==> config.mk <==
export PLATFORM = sky130hd
export DESIGN_NAME = npc_unit
export DESIGN_NICKNAME = d
export VERILOG_FILES = /design/src/rtl/npc_pkg.sv /design/src/rtl/npc_cond_eval.sv /design/src/rtl/npc_decide.sv /design/src/rtl/npc_target_gen.sv /design/src/rtl/npc_unit.sv
export SDC_FILE = /design/constraint.sdc
export NUM_CORES = 1
export LEC_CHECK = 0
export ABC_AREA = 1
export BUFFER_PORTS_ARGS = -buffer_cell sky130_fd_sc_hd__buf_2
export CAP_MARGIN = 20
export CORE_AREA = 2 2 94 73
export DETAILED_ROUTE_END_ITERATION = 12
export DIE_AREA = 0 0 96 75
export PLACE_DENSITY_LB_ADDON = 0.05
export SYNTH_ARGS = -nofsm -noshare
export SYNTH_HDL_FRONTEND = slang
export SYNTH_SLANG_ARGS = --single-unit
==> constraint.sdc <==
create_clock -name clk -period 3.7 [get_ports clk]
set_input_delay 0.74 -clock clk [delete_from_list [all_inputs] [get_ports clk]]
set_output_delay 0.74 -clock clk [all_outputs]
set_load 0.03 [all_outputs]
==> src/rtl/npc_pkg.sv <==
package npc_pkg;

    localparam int ZPTR_W  = 16;
    localparam int SREG_W  = 8;
    localparam int CYC_W   = 3;
    localparam int SR_NEG  = 2;
    localparam int SR_OVF  = 3;

    typedef logic [CYC_W-1:0] cyc_t;

    typedef enum logic [3:0] {
        CF_SEQ    = 4'd0,
        CF_RJMP   = 4'd1,
        CF_IJMP   = 4'd2,
        CF_RCALL  = 4'd3,
        CF_ICALL  = 4'd4,
        CF_RET    = 4'd5,
        CF_RETI   = 4'd6,
        CF_BRFLAG = 4'd7,
        CF_BRSIGN = 4'd8,
        CF_SKIP   = 4'd9
    } cf_op_e;

    typedef enum logic [2:0] {
        TS_INC1 = 3'd0,
        TS_INC2 = 3'd1,
        TS_INC3 = 3'd2,
        TS_REL  = 3'd3,
        TS_ZPTR = 3'd4,
        TS_RET  = 3'd5
    } tgt_sel_e;

    typedef struct packed {
        logic     taken;
        cyc_t     cycles;
        logic     ie_set;
        tgt_sel_e sel;
    } cf_decision_t;

    function automatic logic signed_lt(input logic [SREG_W-1:0] s);
        return s[SR_NEG] ^ s[SR_OVF];
    endfunction

    function automatic cf_decision_t seq_decision();
        cf_decision_t d;
        d.taken  = 1'b0;
        d.cycles = cyc_t'(1);
        d.ie_set = 1'b0;
        d.sel    = TS_INC1;
        return d;
    endfunction

    function automatic cf_decision_t jump_decision(input tgt_sel_e sel, input int unsigned cyc);
        cf_decision_t d;
        d.taken  = 1'b1;
        d.cycles = cyc_t'(cyc);
        d.ie_set = 1'b0;
        d.sel    = sel;
        return d;
    endfunction

endpackage

==> src/rtl/npc_cond_eval.sv <==
module npc_cond_eval
    import npc_pkg::*;
(
    input  logic [3:0]        op_class,
    input  logic [2:0]        flag_sel,
    input  logic              flag_pol,
    input  logic [SREG_W-1:0] sreg,
    input  logic              skip_cond,
    output logic              cond_met
);

    logic flag_val;

    always_comb begin
        flag_val = sreg[flag_sel];
    end

    always_comb begin
        case (op_class)
            CF_BRFLAG: cond_met = (flag_val == flag_pol);
            CF_BRSIGN: cond_met = (signed_lt(sreg) == flag_pol);
            CF_SKIP:   cond_met = skip_cond;
            default:   cond_met = 1'b0;
        endcase
    end

endmodule

==> src/rtl/npc_decide.sv <==
module npc_decide
    import npc_pkg::*;
(
    input  logic [3:0]   op_class,
    input  logic         cond_met,
    input  logic         next_is_long,
    output cf_decision_t dec
);

    always_comb begin
        dec = seq_decision();
        case (op_class)
            CF_RJMP:  dec = jump_decision(TS_REL, 2);
            CF_IJMP:  dec = jump_decision(TS_ZPTR, 2);
            CF_RCALL: dec = jump_decision(TS_REL, 3);
            CF_ICALL: dec = jump_decision(TS_ZPTR, 3);
            CF_RET:   dec = jump_decision(TS_RET, 4);
            CF_RETI: begin
                dec        = jump_decision(TS_RET, 4);
                dec.ie_set = 1'b1;
            end
            CF_BRFLAG, CF_BRSIGN: begin
                if (cond_met) dec = jump_decision(TS_REL, 2);
            end
            CF_SKIP: begin
                if (cond_met) begin
                    if (next_is_long) dec = jump_decision(TS_INC3, 3);
                    else              dec = jump_decision(TS_INC2, 2);
                end
            end
            default: dec = seq_decision();
        endcase
    end

endmodule

==> src/rtl/npc_target_gen.sv <==
module npc_target_gen
    import npc_pkg::*;
#(
    parameter int PC_W  = 12,
    parameter int OFF_W = 12
) (
    input  logic [PC_W-1:0]   cur_pc,
    input  logic [OFF_W-1:0]  rel_off,
    input  logic [ZPTR_W-1:0] zptr,
    input  logic [PC_W-1:0]   ret_addr,
    input  tgt_sel_e          sel,
    output logic [PC_W-1:0]   target
);

    logic [PC_W-1:0] off_ext;
    logic [PC_W-1:0] z_tgt;

    generate
        if (OFF_W >= PC_W) begin : g_off_trunc
            assign off_ext = rel_off[PC_W-1:0];
        end else begin : g_off_sext
            assign off_ext = {{(PC_W-OFF_W){rel_off[OFF_W-1]}}, rel_off};
        end
        if (ZPTR_W >= PC_W) begin : g_z_trunc
            assign z_tgt = zptr[PC_W-1:0];
        end else begin : g_z_zext
            assign z_tgt = {{(PC_W-ZPTR_W){1'b0}}, zptr};
        end
    endgenerate

    always_comb begin
        case (sel)
            TS_INC2: target = cur_pc + PC_W'(2);
            TS_INC3: target = cur_pc + PC_W'(3);
            TS_REL:  target = cur_pc + off_ext + PC_W'(1);
            TS_ZPTR: target = z_tgt;
            TS_RET:  target = ret_addr;
            default: target = cur_pc + PC_W'(1);
        endcase
    end

endmodule

==> src/rtl/npc_unit.sv <==
module npc_unit
    import npc_pkg::*;
#(
    parameter int PC_W  = 12,
    parameter int OFF_W = 12
) (
    input  logic              clk,
    input  logic              rst,
    input  logic              op_valid,
    input  logic [3:0]        op_class,
    input  logic [PC_W-1:0]   cur_pc,
    input  logic [OFF_W-1:0]  rel_off,
    input  logic [2:0]        flag_sel,
    input  logic              flag_pol,
    input  logic [7:0]        sreg,
    input  logic [15:0]       zptr,
    input  logic [PC_W-1:0]   ret_addr,
    input  logic              skip_cond,
    input  logic              next_is_long,
    output logic              res_valid,
    output logic [PC_W-1:0]   next_pc,
    output logic              taken,
    output logic [2:0]        cycles,
    output logic              ie_set
);

    logic            cond_met;
    cf_decision_t    dec;
    logic [PC_W-1:0] target;

    npc_cond_eval u_cond (
        .op_class  (op_class),
        .flag_sel  (flag_sel),
        .flag_pol  (flag_pol),
        .sreg      (sreg),
        .skip_cond (skip_cond),
        .cond_met  (cond_met)
    );

    npc_decide u_decide (
        .op_class     (op_class),
        .cond_met     (cond_met),
        .next_is_long (next_is_long),
        .dec          (dec)
    );

    npc_target_gen #(
        .PC_W  (PC_W),
        .OFF_W (OFF_W)
    ) u_target (
        .cur_pc   (cur_pc),
        .rel_off  (rel_off),
        .zptr     (zptr),
        .ret_addr (ret_addr),
        .sel      (dec.sel),
        .target   (target)
    );

    always_ff @(posedge clk) begin
        if (rst) begin
            res_valid <= 1'b0;
            next_pc   <= '0;
            taken     <= 1'b0;
            cycles    <= '0;
            ie_set    <= 1'b0;
        end else begin
            res_valid <= op_valid;
            if (op_valid) begin
                next_pc <= target;
                taken   <= dec.taken;
                cycles  <= dec.cycles;
                ie_set  <= dec.ie_set;
            end
        end
    end

endmodule

==> impl_summary.md <==
Finish
The most common cell after layout, fill and taps aside is sky130_fd_sc_hd__nand2_1. The area taken by flip-flops and latches is between 300 and 400 um^2. The final core area utilization is 47.2%. The area growth from synthesis to layout is 20.9%. The library cells used most frequently in the layout, excluding fill and tap cells, are 88 x sky130_fd_sc_hd__nand2_1, 86 x sky130_fd_sc_hd__buf_2, 47 x sky130_fd_sc_hd__inv_1.

Cells with a size suffix above 1 make up between 20% and 30% of the layout. The final antenna diode count is 0. The final layout contains approximately 550 nets.

The footprint of the multi-input gates is about 1800 um^2. Fill cells in the final layout number between 700 and 800.

Timing
The shortest period the worst path allows is between 2 and 3 ns. The measured slew at the worst slew-check pin is between 0.4 and 0.5 ns. The worst-case headroom to the max-slew limit is ~67%. For the final database, setup skew stands at 0 ns. The final number of max-transition violations is 0. The sum of negative setup slack is 0 ns. Setup repair after global routing left no endpoint under its margin.

Hold timing on the final database bottoms out at a slack of 0.463 ns. Setup violations remaining at the end of the flow were counted as 0. The worst path uses roughly four fifths of the clock period. The final hold violation count was 0.

The highest clock frequency the design can meet is around 330 MHz.

Die
The die width is about 96 um. The starting density of the core is around 39%. The I/O pin total is 91. The region available for standard cell placement spans between 6000 and 7000 um^2. The floorplan step defined a die boundary enclosing 7200 um^2. Measured along the y axis, the die boundary spans between 70 and 80 um. The floorplan has 25 rows.

Place
The placer congestion estimate is 0.866. The final HPWL from detailed placement is around 5700 um. In this run the tool buffered the top-level ports with 86 buffer cells.

Routing
After detailed routing, the number of remaining DRC violations is 0. The detailed router finished its first iteration with approximately 120 violations. In the final routed layout, each cell accounts on average for about 13 um.

The detail route stage leaves a number of antenna-violating nets equal to 0. The number of vias per cell after detailed routing is a little over 5. The pre-antenna-repair detailed-routing pass consisted of 4 iterations. The overall via count from detail_route is 2796. The final layout contains routed wiring with a total length of just under 7000 um.

CTS
For this design, the sink count on the clock tree is 18. Post-CTS repair changed the size of 0 cells. Once the clock tree was built, the setup fixing pass inserted 0 buffers. TritonCTS built the clock tree. In this run the deepest clock path goes through 2 buffers. CTS built an H-tree with a depth of 1. The hold buffer count at cts is 0. The master cell of the clock root buffer is sky130_fd_sc_hd__clkbuf_8. For the worst-skew pair, the clock arrives at the later sink with an insertion delay of between 0.2 and 0.3 ns.

The total CTS buffers is 3. After clock tree synthesis, the clock-pin slew on the worst setup and hold paths is roughly 0.06 ns.

Power and ir drop
Summed over all cells, the static leakage comes to around 1.5 nW. The worst-case IR drop observed on VDD is about 0.00012 V. The total power consumption of the routed design is just under 700 uW. For this design the ratio of total power to cell area is approximately 240 nW/um^2.

Synthesis
The number of flops mapped to enable cells by yosys is 0. The average instance in the mapped netlist occupies between 6 and 7 um^2. The synthesized design devotes to its leading area cell type between 10% and 20% of total area. The synthesis-stage register bit count is 18. The most used flip-flop cell after synthesis is sky130_fd_sc_hd__dfxtp_1. For this run, the register share of the synthesized area comes to between 10% and 20%. In the post-synthesis netlist, the biggest area contributors are sky130_fd_sc_hd__dfxtp_1 15%, sky130_fd_sc_hd__nand2_1 14%, sky130_fd_sc_hd__nand3_1 7.6%. The dominant cell type by area after synthesis is sky130_fd_sc_hd__dfxtp_1. The netlist area before placement is 2430 um^2. For this run, the number of Yosys warnings is 0. The synthesized instance count is between 300 and 400.

The fraction of registers with async set or reset after synthesis is 0%. The net count of the mapped netlist is 470. The count of different cell masters after synthesis is 35.

Min path
The worst hold path passes through 2 cells. The worst hold path begins at cycles[1]. The path with the worst hold slack has its endpoint at cycles[1]. The tightest min-delay check is of the flop to flop type.

Global route
Entering global routing, the biggest net connects 19 pins. Summed over all layers, the global routing overflow is 0. The first global-routing pass estimated roughly 12000 um of wire. The number of antenna violations at the first check in global routing came to 0.

Global routing used roughly a fifth of the available tracks across all layers. The via count of the first global-routing pass is 2484.

Critical path
The startpoint identified for the worst register-to-register timing path is cycles[0]. The setup check on the worst reg-to-reg path leaves a slack of ~3.0 ns. The critical path class is input pin to flop. STA classifies the critical path endpoint as a flop. For the worst setup path, the data arrival time is 3.12 ns. The launching element type of the critical path is an input pin. Along the worst path, the maximum fanout reaches 14. Data on the critical path is required at its endpoint by approximately 3.8 ns. The capture instance of the worst register-to-register path is cycles[0]. The number of cells on the worst reg-to-reg path is 2.

Job
Across the run, the number of max-cap violations was 0.

Status
The flow ran to the end, and the final reports show no timing, DRC or antenna violations.
flip-flops by register name, summed over array words and instances, names as in the netlist:
name and flops:
ie_set 1, cycles 3, next_pc 12, res_valid 1
taken 1
worst max path at each step:
stage	depth (start not counted)	start	end
floorplan	18	op_class[0]	next_pc[10]
global placement	18	op_class[0]	next_pc[10]
detailed placement	18	op_class[1]	next_pc[7]
CTS	18	op_class[1]	next_pc[7]
global route	18	op_class[1]	next_pc[11]
finish	18	op_class[1]	next_pc[10]
layout make-up:
class                           count  share of cell area [%]
Timing Repair Buffer               90                    15.7
Multi-Input combinational cell    296                    60.3
Clock buffer                        3                    1.40
Tap cell                           81                    3.45
Inverter                           54                    6.90
Sequential cell                    18                    12.3
worst max-delay path, cell delays in order:
cell                      delay (ns)
sky130_fd_sc_hd__buf_2          0.13
sky130_fd_sc_hd__inv_2          0.10
sky130_fd_sc_hd__nand4_2        0.18
sky130_fd_sc_hd__or2_1          0.26
sky130_fd_sc_hd__nand3_2        0.09
sky130_fd_sc_hd__nand3_4        0.09
sky130_fd_sc_hd__nand2_4        0.17
sky130_fd_sc_hd__inv_1          0.11
sky130_fd_sc_hd__nor2_1         0.18
sky130_fd_sc_hd__fa_1           0.27
sky130_fd_sc_hd__nand2_1        0.10
sky130_fd_sc_hd__nor2_1         0.16
sky130_fd_sc_hd__nand2_1        0.09
sky130_fd_sc_hd__xor2_1         0.14
sky130_fd_sc_hd__inv_1          0.05
sky130_fd_sc_hd__nand4_1        0.08
sky130_fd_sc_hd__nand3_1        0.11
sky130_fd_sc_hd__a21oi_1        0.06
cell families after synthesis:
logic type / count (synthesis) / synth area share [%]
compound gates: 58 / 15.9
xor+xnor: 28 / 10.1
fa+ha+maj: 15 / 8.34
buf+inv: 68 / 12.2
flops: 18 / 14.8
simple gates: 195 / 38.6
cell usage after synthesis (3+ instances only):
cell / count
sky130_fd_sc_hd__buf_4: 4
sky130_fd_sc_hd__a31oi_1: 3
sky130_fd_sc_hd__nand2_1: 88
sky130_fd_sc_hd__nor2_1: 22
sky130_fd_sc_hd__a21oi_2: 4
sky130_fd_sc_hd__a21oi_1: 28
sky130_fd_sc_hd__nor3_1: 7
sky130_fd_sc_hd__xnor2_1: 7
sky130_fd_sc_hd__inv_2: 6
sky130_fd_sc_hd__ha_1: 13
sky130_fd_sc_hd__buf_2: 4
sky130_fd_sc_hd__xor2_1: 21
sky130_fd_sc_hd__inv_1: 47
sky130_fd_sc_hd__o21bai_1: 3
sky130_fd_sc_hd__a22o_1: 12
sky130_fd_sc_hd__clkbuf_1: 3
sky130_fd_sc_hd__nand4_1: 29
sky130_fd_sc_hd__buf_6: 3
sky130_fd_sc_hd__dfxtp_1: 18
sky130_fd_sc_hd__nand3_1: 37
sky130_fd_sc_hd__o21ai_0: 4
per-stage QoR:
stage / instances / cell area, um^2 / setup slack, ns
after global routing: 542 / 2940 / 0.393
after detailed placement: 539 / 2900 / 0.444
after floorplan: 382 / 2430 / 0.817
after global placement: 539 / 2900 / 0.485
final: 542 / 2940 / 0.705
after CTS: 542 / 2940 / 0.715
layer usage:
metal,global-route usage [%],part of all wire (%)
met1,28.9,49
met2,34.0,45
met3,3.20,5.9
met4,0.952,0
met5,0,0
power breakdown:
group	total, mW	internal, mW	switching, mW	leakage (nW)
Clock	0.132	0.0722	0.0596	0.0216
Combinational	0.347	0.130	0.217	1.38
Sequential	0.215	0.209	0.00645	0.148
No activity file was read; power rests on OpenSTA's default activity.
